**src/rtl/dsa_pkg.sv**
```systemverilog
package dsa_pkg;

  // Slots an instruction occupies in the cycle it is accepted.
  function automatic int need_slots(input int uops, input int width);
    return (uops < width) ? uops : width;
  endfunction

  // Slots left for new work when a dispatch cycle opens with a given carry.
  function automatic int start_avail(input int carry, input int width);
    if (carry == 0) return width;
    if (carry >= width) return 0;
    return width - carry;
  endfunction

  // Micro-ops left over after an instruction takes one full cycle.
  function automatic int excess_uops(input int uops, input int width);
    return (uops > width) ? uops - width : 0;
  endfunction

endpackage

```
**src/rtl/dsa_window.sv**
```systemverilog
module dsa_window #(
  parameter int W      = 4,
  parameter int UOP_W  = 5,
  parameter int SLOT_W = 3
) (
  input  logic              clk,
  input  logic              rst,
  input  logic              cycle_start,
  input  logic              fire,
  input  logic [UOP_W-1:0]  fire_uops,
  input  logic [SLOT_W-1:0] fire_need,
  input  logic              fire_end,
  output logic [SLOT_W-1:0] avail_now,
  output logic              carry_beat,
  output logic [SLOT_W-1:0] carry_take,
  output logic              carry_left_nz
);

  localparam logic [SLOT_W-1:0] FULL_S = SLOT_W'(W);
  localparam logic [UOP_W-1:0]  FULL_U = UOP_W'(W);

  logic [SLOT_W-1:0] avail_q;
  logic [UOP_W-1:0]  carry_q;
  logic [UOP_W-1:0]  carry_left;
  logic [SLOT_W-1:0] avail_after;
  logic [UOP_W-1:0]  fire_excess;
  logic              fire_wide;

  // Budget and carry seen by this clock, after any cycle-start refill.
  always_comb begin
    carry_beat = cycle_start && (carry_q != '0);
    if (cycle_start)
      avail_now = SLOT_W'(dsa_pkg::start_avail(int'(carry_q), W));
    else
      avail_now = avail_q;
    carry_take    = carry_beat ? (FULL_S - avail_now) : '0;
    carry_left    = carry_beat ? (carry_q - UOP_W'(carry_take)) : carry_q;
    carry_left_nz = (carry_left != '0);
  end

  // Effect of the accepted instruction on the running budget.
  always_comb begin
    fire_wide   = (fire_uops > FULL_U);
    fire_excess = UOP_W'(dsa_pkg::excess_uops(int'(fire_uops), W));
    if (fire_wide || fire_end)
      avail_after = '0;
    else
      avail_after = avail_now - fire_need;
  end

  always_ff @(posedge clk) begin
    if (rst) begin
      avail_q <= FULL_S;
      carry_q <= '0;
    end else if (fire) begin
      avail_q <= avail_after;
      carry_q <= fire_excess;
    end else begin
      avail_q <= avail_now;
      carry_q <= carry_left;
    end
  end

endmodule

```
**src/rtl/dsa_admit.sv**
```systemverilog
module dsa_admit #(
  parameter int W      = 4,
  parameter int UOP_W  = 5,
  parameter int SLOT_W = 3
) (
  input  logic              in_valid,
  input  logic [UOP_W-1:0]  in_uops,
  input  logic              in_begin,
  input  logic [SLOT_W-1:0] avail_now,
  input  logic              carry_left_nz,
  input  logic              rob_room,
  input  logic              regs_room,
  input  logic              down_ready,
  output logic [SLOT_W-1:0] need,
  output logic              in_ready,
  output logic              fire,
  output logic              stall_slots,
  output logic              stall_rob,
  output logic              stall_regs,
  output logic              stall_down
);

  localparam logic [SLOT_W-1:0] FULL_S = SLOT_W'(W);

  logic slot_ok;
  logic res_ok;

  always_comb begin
    need    = SLOT_W'(dsa_pkg::need_slots(int'(in_uops), W));
    slot_ok = !carry_left_nz
              && (avail_now != '0)
              && (need <= avail_now)
              && (!in_begin || (avail_now == FULL_S));
    res_ok  = rob_room && regs_room && down_ready;
    in_ready = slot_ok && res_ok;
    fire     = in_valid && in_ready;
    stall_slots = in_valid && !slot_ok;
    stall_rob   = in_valid && slot_ok && !rob_room;
    stall_regs  = in_valid && slot_ok && !regs_room;
    stall_down  = in_valid && slot_ok && !down_ready;
  end

endmodule

```
**src/rtl/dispatch_slot_alloc.sv**
```systemverilog
module dispatch_slot_alloc #(
  parameter int W        = 4,
  parameter int MAX_UOPS = 16,
  localparam int UOP_W   = $clog2(MAX_UOPS + 1),
  localparam int SLOT_W  = $clog2(W + 1)
) (
  input  logic              clk,
  input  logic              rst,
  input  logic              cycle_start,
  input  logic              in_valid,
  input  logic [UOP_W-1:0]  in_uops,
  input  logic              in_begin,
  input  logic              in_end,
  output logic              in_ready,
  input  logic              rob_room,
  input  logic              regs_room,
  input  logic              down_ready,
  output logic              disp_valid,
  output logic [SLOT_W-1:0] disp_uops,
  output logic              carry_valid,
  output logic [SLOT_W-1:0] carry_uops,
  output logic              stall_slots,
  output logic              stall_rob,
  output logic              stall_regs,
  output logic              stall_down
);

  // Named internal events, also watched by the bound checker.
  logic [SLOT_W-1:0] avail_now;
  logic [SLOT_W-1:0] need_now;
  logic              carry_beat;
  logic [SLOT_W-1:0] carry_take;
  logic              carry_left_nz;
  logic              fire;

  dsa_window #(.W(W), .UOP_W(UOP_W), .SLOT_W(SLOT_W)) u_window (
    .clk           (clk),
    .rst           (rst),
    .cycle_start   (cycle_start),
    .fire          (fire),
    .fire_uops     (in_uops),
    .fire_need     (need_now),
    .fire_end      (in_end),
    .avail_now     (avail_now),
    .carry_beat    (carry_beat),
    .carry_take    (carry_take),
    .carry_left_nz (carry_left_nz)
  );

  dsa_admit #(.W(W), .UOP_W(UOP_W), .SLOT_W(SLOT_W)) u_admit (
    .in_valid      (in_valid),
    .in_uops       (in_uops),
    .in_begin      (in_begin),
    .avail_now     (avail_now),
    .carry_left_nz (carry_left_nz),
    .rob_room      (rob_room),
    .regs_room     (regs_room),
    .down_ready    (down_ready),
    .need          (need_now),
    .in_ready      (in_ready),
    .fire          (fire),
    .stall_slots   (stall_slots),
    .stall_rob     (stall_rob),
    .stall_regs    (stall_regs),
    .stall_down    (stall_down)
  );

  assign disp_valid  = fire;
  assign disp_uops   = fire ? need_now : '0;
  assign carry_valid = carry_beat;
  assign carry_uops  = carry_take;

endmodule

```
**config.mk**
```make
export PLATFORM = sky130hd
export DESIGN_NAME = dispatch_slot_alloc
export DESIGN_NICKNAME = d
export VERILOG_FILES = /design/src/rtl/dsa_pkg.sv /design/src/rtl/dsa_window.sv /design/src/rtl/dsa_admit.sv /design/src/rtl/dispatch_slot_alloc.sv
export SDC_FILE = /design/constraint.sdc
export NUM_CORES = 1
export LEC_CHECK = 0
export ABC_CLOCK_PERIOD_IN_PS = 5500
export BUFFER_PORTS_ARGS = -buffer_cell sky130_fd_sc_hd__buf_2
export CAP_MARGIN = 20
export CORE_MARGIN = 8
export CORE_UTILIZATION = 35
export CTS_BUF_LIST = sky130_fd_sc_hd__clkbuf_16
export CTS_CLUSTER_DIAMETER = 60
export CTS_CLUSTER_SIZE = 14
export DETAILED_ROUTE_END_ITERATION = 10
export SLEW_MARGIN = 20
export SYNTH_ARGS = -nofsm -noshare
export SYNTH_HDL_FRONTEND = slang
export SYNTH_SLANG_ARGS = --single-unit
```
**constraint.sdc**
```tcl
create_clock -name clk -period 5.5 [get_ports clk]
set_input_delay 0 -clock clk [delete_from_list [all_inputs] [get_ports clk]]
set_output_delay 0 -clock clk [all_outputs]
set_load 0.005 [all_outputs]
```
# [After elaboration in Yosys (flattened, before gate mapping)]
# Cells that the tools add are included.
# Widths: inputs -> output; s select.
[classes] n_eq_ne=1 n_reduce_logical=25 n_mux=18 n_addsub=5 order_cmp=5
[ops] operator="$mux 3" n=10
[ops] operator="$mux 5" n=3
[ops] operator="$logic_and 1x1->1" n=13
[ops] operator="$gt 5x3->1 const B" n=2
[ops] operator="$reduce_bool 5->1" n=2
[ops] operator="$logic_not 1->1" n=6
[ops] operator="$sub 3x3->3 const A" n=2
[ops] operator="$ge 5x3->1 const B" n=1
[ops] operator="$logic_not 5->1" n=1
[ops] operator="$lt 5x3->1 const B" n=1
[ops] operator="$mux 1" n=5
[ops] operator="$sub 5x3->5" n=1
[ops] operator="$sub 5x3->5 const B" n=1
[ops] operator="$eq 3x3->1 const B" n=1
[ops] operator="$le 3x3->1" n=1
[ops] operator="$reduce_bool 3->1" n=1
[ops] operator="$sub 3x3->3" n=1
[ops] operator="$logic_or 1x1->1" n=2
[word_totals] out_inout_bits=13 wordCells=56 input_bits=14 register_bits=8

# [Longest topological paths before layout]
# Gate-level depths: netlist of run 1.
[logic_depth] depth_word=20 ltp_mapped=15 mapped_depth_nobuf=15

# [Cells and area by module]
# A second synthesis of run 1 with hierarchy kept.
[hier_totals] hier_cells=116 area_unflattened_um2=913.4
[modules_own_cells] module="dsa_window" cells_each=86 seq_area_each_um2=160.2 area_per_inst_um2=711.9 instances=1
[modules_own_cells] module="dsa_admit" cells_each=27 seq_area_each_um2=0.0 area_per_inst_um2=182.7 instances=1
[modules_own_cells] module="dispatch_slot_alloc" cells_each=3 seq_area_each_um2=0.0 area_per_inst_um2=18.8 instances=1

# [Least setup slack after synthesis of run 1]
# Ideal clock, no wire load.
[synth_path] path_type="reg-to-output" startpoint="register u_window.carry_q[1]" endpoint="output port disp_uops[0]" n_path_buf=0 path_stages_with_launch=16 arrival_time_ps=3392 setup_slack_ps=2108 path_cell_list="dfxtp_1 -> inv_1 -> ha_1 -> nor4_1 -> and3_1 -> a21oi_1 -> ha_1 -> ha_1 -> or2b_1 -> ha_1 -> a21oi_1 -> nand4b_1 -> xor2_1 -> nand2b_4 -> or4_4 -> nor2_2"
[synth_between] elab_chain_cells=19
[synth_rtl] element="from (decl)" line="dsa_window.sv:23" source="logic [UOP_W-1:0] carry_q;"
[synth_rtl] element="from (signal assigned)" line="dsa_window.sv:57" source="carry_q <= fire_excess;"
[synth_rtl] element="from (signal assigned)" line="dsa_window.sv:60" source="carry_q <= carry_left;"
[synth_rtl] element="$ge 5x3->1" line="dsa_pkg.sv:11" source="if (carry >= width) return 0;"
[synth_rtl] element="$mux 1 (2 in series)" line="dsa_pkg.sv:11"
[synth_rtl] element="$mux 1" line="dsa_window.sv:32" source="if (cycle_start)"
[synth_rtl] element="$mux 3" line="dsa_pkg.sv:12" source="return width - carry;"
[synth_rtl] element="$mux 3" line="dsa_pkg.sv:11"
[synth_rtl] element="$mux 3" line="dsa_window.sv:32"
[synth_rtl] element="$sub 3x3->3" line="dsa_window.sv:36" source="carry_take = carry_beat ? (FULL_S - avail_now) : '0;"
[synth_rtl] element="$mux 3 (*)" line="dsa_window.sv:36"
[synth_rtl] element="named net carry_uops[0]" line="dispatch_slot_alloc.sv:21" source="output logic [SLOT_W-1:0] carry_uops,"
[synth_rtl] element="(+2 left out)"
[synth_rtl] element="$reduce_bool 5->1 (*)" line="dsa_window.sv:38" source="carry_left_nz = (carry_left != '0);"
[synth_rtl] element="$logic_not 1->1 (*)" line="dsa_admit.sv:30" source="slot_ok = !carry_left_nz"
[synth_rtl] element="$logic_and 1x1->1 (*)" line="dsa_admit.sv:31" source="&& (avail_now != '0)"
[synth_rtl] element="$logic_and 1x1->1 (*)" line="dsa_admit.sv:32" source="&& (need <= avail_now)"
[synth_rtl] element="$logic_and 1x1->1 (*)" line="dsa_admit.sv:33" source="&& (!in_begin || (avail_now == FULL_S));"
[synth_rtl] element="$logic_and 1x1->1 (*)" line="dsa_admit.sv:35" source="in_ready = slot_ok && res_ok;"
[synth_rtl] element="$logic_and 1x1->1 (*)" line="dsa_admit.sv:36" source="fire = in_valid && in_ready;"
[synth_rtl] element="$mux 3 (*)" line="dispatch_slot_alloc.sv:69" source="assign disp_uops = fire ? need_now : '0;"
[synth_rtl] element="to (decl)" line="dispatch_slot_alloc.sv:19" source="output logic [SLOT_W-1:0] disp_uops,"
# The timed path passes the listed nets; every way through them passes the cells marked *. The select of a mux whose other input is x is not followed.

# [Final worst setup path of run 1]
[layout_path] startpoint="register u_window.carry_q[1]" endpoint="output port disp_uops[1]"
[layout_between] elab_chain_cells=19
[layout_rtl] element="$ge 5x3->1" line="dsa_pkg.sv:11"
[layout_rtl] element="$mux 1 (2 in series)" line="dsa_pkg.sv:11"
[layout_rtl] element="$mux 1" line="dsa_window.sv:32"
[layout_rtl] element="$mux 3" line="dsa_pkg.sv:12"
[layout_rtl] element="$mux 3" line="dsa_pkg.sv:11"
[layout_rtl] element="$mux 3" line="dsa_window.sv:32"
[layout_rtl] element="$sub 3x3->3" line="dsa_window.sv:36"
[layout_rtl] element="$mux 3" line="dsa_window.sv:36"
[layout_rtl] element="(+2 left out)"
[layout_rtl] element="$reduce_bool 5->1" line="dsa_window.sv:38"
[layout_rtl] element="$logic_not 1->1" line="dsa_admit.sv:30"
[layout_rtl] element="$logic_and 1x1->1" line="dsa_admit.sv:31"
[layout_rtl] element="$logic_and 1x1->1" line="dsa_admit.sv:32"
[layout_rtl] element="$logic_and 1x1->1 (*)" line="dsa_admit.sv:33"
[layout_rtl] element="$logic_and 1x1->1 (*)" line="dsa_admit.sv:35"
[layout_rtl] element="$logic_and 1x1->1 (*)" line="dsa_admit.sv:36"
[layout_rtl] element="$mux 3 (*)" line="dispatch_slot_alloc.sv:69"
# Mark *: on every way between the ends. The rest lies on a longest branch, timed or not. The select of a mux whose other input is x is not followed.

==> results of run 1 <==
-- Yosys cell counts (all sizes together), types with 3 or more instances --
cell and count:
inv 17, ha 12, nor2 11, dfxtp 8, a21oi 6, o22ai 5, or3 5, nand2 4
nor3b 4, nand3 3, nor3 3, xnor2 3, xor2 3
-- area by class of cell --
type	instances	area (µm²)
clock buffers	3	75.1
repair buffers	26	130
well taps	30	37.5
fillers	251	1320
multi-input cells	87	689
flip-flops and latches	8	160
inverters	17	66.3
-- layer usage --
layer  wire [µm]  share of wire  global-route usage  vias to the layer above
met1        1080           0.47               0.132                      413
li1            -              -                   -                      459
met2        1070           0.46               0.189                       26
met3         118          0.051              0.0199                        4
met4          43          0.019              0.0548                        0
met5           0              0                   0                        -
-- power by group --
group | switching [µW] | total (µW) | internal, µW
Clock | 29.8 | 124 | 93.9
Sequential | 1.22 | 60.9 | 59.7
Combinational | 30.0 | 55.9 | 25.8
-- metrics by stage --
stage,setup slack [ns],power (µW)
2_1_floorplan,2.11,97.4
3_3_place_gp,1.74,117
3_5_place_dp,1.70,117
4_1_cts,1.42,242
5_1_grt,1.20,253
6_report,1.43,241
-- cell families after synthesis --
kind of cell	Yosys count	synth area share
compound gates	20	0.139
mux	3	0.0354
fa+ha+maj	14	0.207
xor+xnor	6	0.0572
simple gates	44	0.312
buf+inv	18	0.0762
flops	8	0.174
-- registers in the layout, indices dropped and copies added (netlist names) --
signal / cells
u_window.avail_q: 3
u_window.carry_q: 5
-- path summary, 6_finish.rpt --
kind	cells after the start	slack, ns	endpoint
worst max register to register	14	1.76	u_window.avail_q[0]
worst max-delay path	16	1.43	disp_uops[1]
worst min-delay path	3	0.10	u_window.carry_q[2]
worst min register to register	2	0.62	u_window.carry_q[2]
-- critical path, delay by kind of cell (launching register included) --
| family | cells | cell delay [ns] |
|---|---|---|
| flops | 1 | 0.38 |
| compound gates | 2 | 0.26 |
| buf+inv | 2 | 0.19 |
| simple gates | 7 | 1.61 |
| xor+xnor | 1 | 0.35 |
| fa+ha+maj | 4 | 1.04 |
==> metrics, run 1 <==
I/O pin cnt 27; Die Area 4520 µm²; Layout area overhead 26.0%; min Tclk post-route 4.07 ns; Nets 171; most common cell after layout, fill and taps aside buf_2; Post-Synthesis Cells roughly 110; syn_nets ~140; Slowest-stage cell, CP or4_4; CP Capture Type output port; dpl hpwl 1930 µm; RePlAce Congestion 0.851; total grt overflow 0; H-tree depth 1; Max Clock Freq 0.245 GHz; initial antenna violation count 0; WP data required 5.50 ns; Die Span Y 67.3 µm; RSZ-0062 raised after global routing no; row count 18; max-cap viol count 0; clk sink count 8; Num CTS Buffers 3; Critical Path Max Stage Delay 0.53 ns; initial core utilization 0.371; CP Launch Point u_window.carry_q[1]; Slew @ Worst Pin around 0.56 ns; CP dominant cell by count ha_1; library cells used by synthesis 41; FFs w/ async S/R, synth 0; Yosys warning total 0; Mapped Avg Cell Area 8.14 µm²; largest net degree at the start of global routing 17; Synth area leaders dfxtp_1 (17%), ha_1 (16%), inv_1 (6.5%), fa_1 (4.4%), o22ai_1 (3.4%); Antenna Violating Nets Remaining 0; Setup Viol. Count Final 0; share of the synthesized area in the top cell type 0.174; maximum clock insertion buffer count 2; crit path cell chain inv_1, ha_1, nor4_1, and3_1, a21oi_1, ha_1, ha_1, or2b_1, ha_1, a21oi_1, nand4b_1, xor2_1, nand2b_4, or4_4, nor2_2, buf_2; clk slew on worst S/H paths 0.04 ns; # DRC 0; Most used DFF post-synth dfxtp_1; CTS tree yes; Worst Skew 0.000459 ns; PwrDens 208 nW/µm²; reg-to-reg startpoint u_window.carry_q[1]; Slew Limit Fails 0; fin cells roughly 170; Core Util, Final 0.468; Via density 5.27; most frequent cells in the layout buf_2 (26), inv_1 (16), ha_1 (12); Leak Pwr slightly below 0.0006 µW; hold wc startpoint in_uops[2]; Worst Hold Class in -> reg; CTS hold repair buffers 0; core area 2480 µm²; Max rail drop VDD 0.109 mV; # Post-CTS Setup Buffers 0; Post-CTS Resized 0; DP Area between 1000 and 1500 µm²; #FFs+latches synth 8; synthesized cell area 920 µm²; final hold slack 0.101 ns; router iterations before antenna repair 4; vias 902; share of cells above drive strength 1 0.291; register area share after synthesis 0.174; Worst-Skew Late Latency 0.23 ns; relative slew slack 0.623; dpl cells roughly 170; TNS Setup 0 ns; Overall Global Routing Usage 0.111; first-pass GRT wire length 4030 µm; crit path kind reg -> out; routed length per instance 13.5 µm; Synth area leader dfxtp_1; DRT iter0 DRCs 16; outcome finished, final reports clean; port bufs 26; final period utilization 0.741; number of enable flip-flop cells after synthesis 0; vias in the first global route 934; peak fanout along the critical path 4; diode count 0; root buf cell clkbuf_16; Startpoint Class flip-flop; fin area 1160 µm²; Die Wd 67.3 µm; Fin. Hold Viols 0; CP arrival between 4 and 5 ns; Post-Route WL 2310 µm
(Power assumes the default switching activity.)
==> run 2, diff against run 1 <==
--- a/config.mk
+++ b/config.mk
@@ -5,7 +5,7 @@
 export SDC_FILE = /design/constraint.sdc
 export NUM_CORES = 1
 export LEC_CHECK = 0
-export ABC_CLOCK_PERIOD_IN_PS = 5500
+export ABC_CLOCK_PERIOD_IN_PS = 4130
 export BUFFER_PORTS_ARGS = -buffer_cell sky130_fd_sc_hd__buf_2
 export CAP_MARGIN = 20
 export CORE_MARGIN = 8
==> constraint.sdc (replaced) <==
create_clock -name clk -period 4.13 [get_ports clk]
set_input_delay 0 -clock clk [delete_from_list [all_inputs] [get_ports clk]]
set_output_delay 0 -clock clk [all_outputs]
set_load 0.005 [all_outputs]
==> run 2 against run 1 <==
Die area stayed put. Via count shrank 0.78%. Worst setup slack worse by 1.3 ns. Core utilization up 1.8 points. Cell count grew 1.2%. Sequential power is 34% higher. Combinational power rose by 37%. Critical endpoint is now disp_uops[2].
==> metrics, run 2 (synthesis results as in run 1) <==
maximum clock insertion buffer count 2 (unchanged); final period utilization 0.971; Startpoint Class flip-flop (unchanged); I/O pin cnt 27 (unchanged); reg-to-reg startpoint u_window.carry_q[0] (was u_window.carry_q[1]); Post-Route WL 2430 µm (was 2310 µm); CP Capture Type output port (unchanged); clk slew on worst S/H paths 0.04 ns (about the same); FF+latch area 161 µm² (was 160 µm²); H-tree depth 1 (unchanged); vias 895 (was 902); PwrDens 267 nW/µm² (was 208 nW/µm²); vias in the first global route 850 (was 934); max-cap viol count 0 (unchanged); # fillers 252 (was 251); root buf cell clkbuf_16 (unchanged); fin cells 173 (was 171); Worst-Skew Late Latency 0.23 ns (about the same); Top reg by flops u_window.carry_q (unchanged); Slowest-stage cell, CP or4_4 (unchanged); # DRC 0 (unchanged); critical path depth in cells 16 (unchanged); diode count 0 (unchanged); Antenna Violating Nets Remaining 0 (unchanged); CTS hold repair buffers 0 (unchanged); peak fanout along the critical path 4 (unchanged); Worst Skew 0.00271 ns (was 0.000459 ns); reg-to-reg endpoint u_window.avail_q[1] (was u_window.avail_q[0]); Die Wd 67.3 µm (unchanged); CP arrival 4.01 ns (was 4.07 ns); crit path cell chain inv_1, ha_1, nor4_2, and3_4, a21oi_1, ha_1, ha_1, or2b_1, ha_1, a21oi_1, nand4b_1, xor2_2, nand2b_4, or4_4, nor2_2, buf_2 (was inv_1, ha_1, nor4_1, and3_1, a21oi_1, ha_1, ha_1, or2b_1, ha_1, a21oi_1, nand4b_1, xor2_1, nand2b_4, or4_4, nor2_2, buf_2); CP Buf/Inv Count 2 (unchanged); Max Clock Freq ~0.25 GHz; Layout area overhead 30.9% (was 26.0%); total grt overflow 0 (unchanged); Slew @ Worst Pin 0.590 ns (was 0.559 ns); Num CTS Buffers 3 (unchanged); fin area 1200 µm² (was 1160 µm²); initial antenna violation count 0 (unchanged); Setup Viol. Count Final 0 (unchanged); dpl cells 169 (was 168); Overall Global Routing Usage 0.105 (was 0.111); Fin. Hold Viols 0 (unchanged); crit path kind reg -> out (unchanged); Slew Limit Fails 0 (unchanged); CP endpoint disp_uops[2] (was disp_uops[1]); most frequent cells in the layout buf_2 (26), inv_1 (16), ha_1 (12) (unchanged); row count 18 (unchanged); min Tclk post-route 4.01 ns; outcome finished, final reports clean (unchanged); Max rail drop VDD 0.212 mV (was 0.109 mV); largest net degree at the start of global routing 17 (unchanged); DP Area 1090 µm² (was 1080 µm²); CP Launch Point u_window.carry_q[0] (was u_window.carry_q[1]); Reg2Reg Depth 15 (was 14); clk sink count 8 (unchanged); flop2flop setup slack 0.46 ns (was 1.76 ns); TNS Setup 0 ns (unchanged); number of flip-flops in the largest register 5 (unchanged); core area 2480 µm² (unchanged); most common cell after layout, fill and taps aside buf_2 (unchanged); port bufs 26 (unchanged); routed length per instance 14.0 µm (was 13.5 µm); dpl hpwl 1950 µm (was 1930 µm); Core Util, Final 0.486 (was 0.468); final hold slack 0.0900 ns (was 0.101 ns); router iterations before antenna repair 4 (unchanged); RePlAce Congestion 0.887 (was 0.851); first-pass GRT wire length 3750 µm (was 4030 µm); WP data required 4.13 ns (was 5.50 ns); CTS tree yes (unchanged); Via density 5.17 (was 5.27); Die Area 4520 µm² (unchanged); Min-Delay Path Depth 3 (unchanged); top flop regs u_window.carry_q (5), u_window.avail_q (3) (unchanged); CP dominant cell by count ha_1 (unchanged); share of cells above drive strength 1 0.343 (was 0.291); relative slew slack 0.602 (was 0.623); initial core utilization 0.371 (unchanged); Leak Pwr 0.000602 µW (was 0.000592 µW); Critical Path Max Stage Delay 0.52 ns (was 0.53 ns); area of the multi-input gates 718 µm² (was 689 µm²); CP top delay family simple AND/OR/NAND/NOR gates (unchanged); Worst Hold Class in -> reg (unchanged); Nets 173 (was 171); Die Span Y 67.3 µm (unchanged); DRT iter0 DRCs 39 (was 16)
## run 2: cell types whose count changed in the layout (fill, tap and decap cells not counted), sizes merged
cell,delta
buf,+2
## run 2: cell type report
cell class / instances / area share
Multi-Input combinational cell: 87 / 0.597
Inverter: 17 / 0.0551
Clock buffer: 3 / 0.0624
Tap cell: 30 / 0.0312
Timing Repair Buffer: 28 / 0.121
Sequential cell: 8 / 0.134
## run 2: worst min path at each step
stage | to | slack (ns) | start
6_report | u_window.carry_q[0] | 0.09 | in_uops[0]
5_1_grt | u_window.carry_q[0] | 0.12 | in_uops[0]
4_1_cts | u_window.carry_q[0] | 0.09 | in_uops[0]
3_5_place_dp | stall_regs | 0.26 | regs_room
3_3_place_gp | stall_rob | 0.25 | rob_room
2_1_floorplan | stall_down | 0.03 | down_ready
## run 2: layer usage
layer | vias up | track usage | part of all wire
met3 | 2 | 0.0215 | 0.063
met1 | 395 | 0.136 | 0.46
met2 | 35 | 0.164 | 0.46
met5 | - | 0 | 0
li1 | 463 | - | -
met4 | 0 | 0.0470 | 0.0087
## run 2: power breakdown
group	leakage (µW)	total [µW]	switching [µW]	internal, µW
clock network	0.0000370	163	38.5	125
logic	0.000500	76.7	41.2	35.5
registers	0.0000651	81.5	1.95	79.6
## run 2: stage by stage
stage	power [µW]	setup slack [ns]
4_1_cts	321	0.0892
2_1_floorplan	130	0.738
3_5_place_dp	156	0.343
3_3_place_gp	155	0.369
5_1_grt	336	-0.0404
6_report	322	0.119
## run 2: repair_timing
action / 4_1_cts / 5_1_grt
endpoints found under the setup margin: 0 / 9
setup buffers: 0 / 1
resized for setup: 0 / 7
## run 2: worst register-to-register path, stage by stage (launching register included)
cell,delay (ns)
dfxtp_1,0.38
inv_1,0.09
ha_1,0.22
nor4_2,0.19
and3_4,0.24
a21oi_1,0.08
ha_1,0.22
ha_1,0.27
or2b_1,0.24
ha_1,0.37
xnor2_1,0.22
nand4_1,0.14
o31a_1,0.15
nor3_1,0.23
nand3_2,0.21
mux2_2,0.32
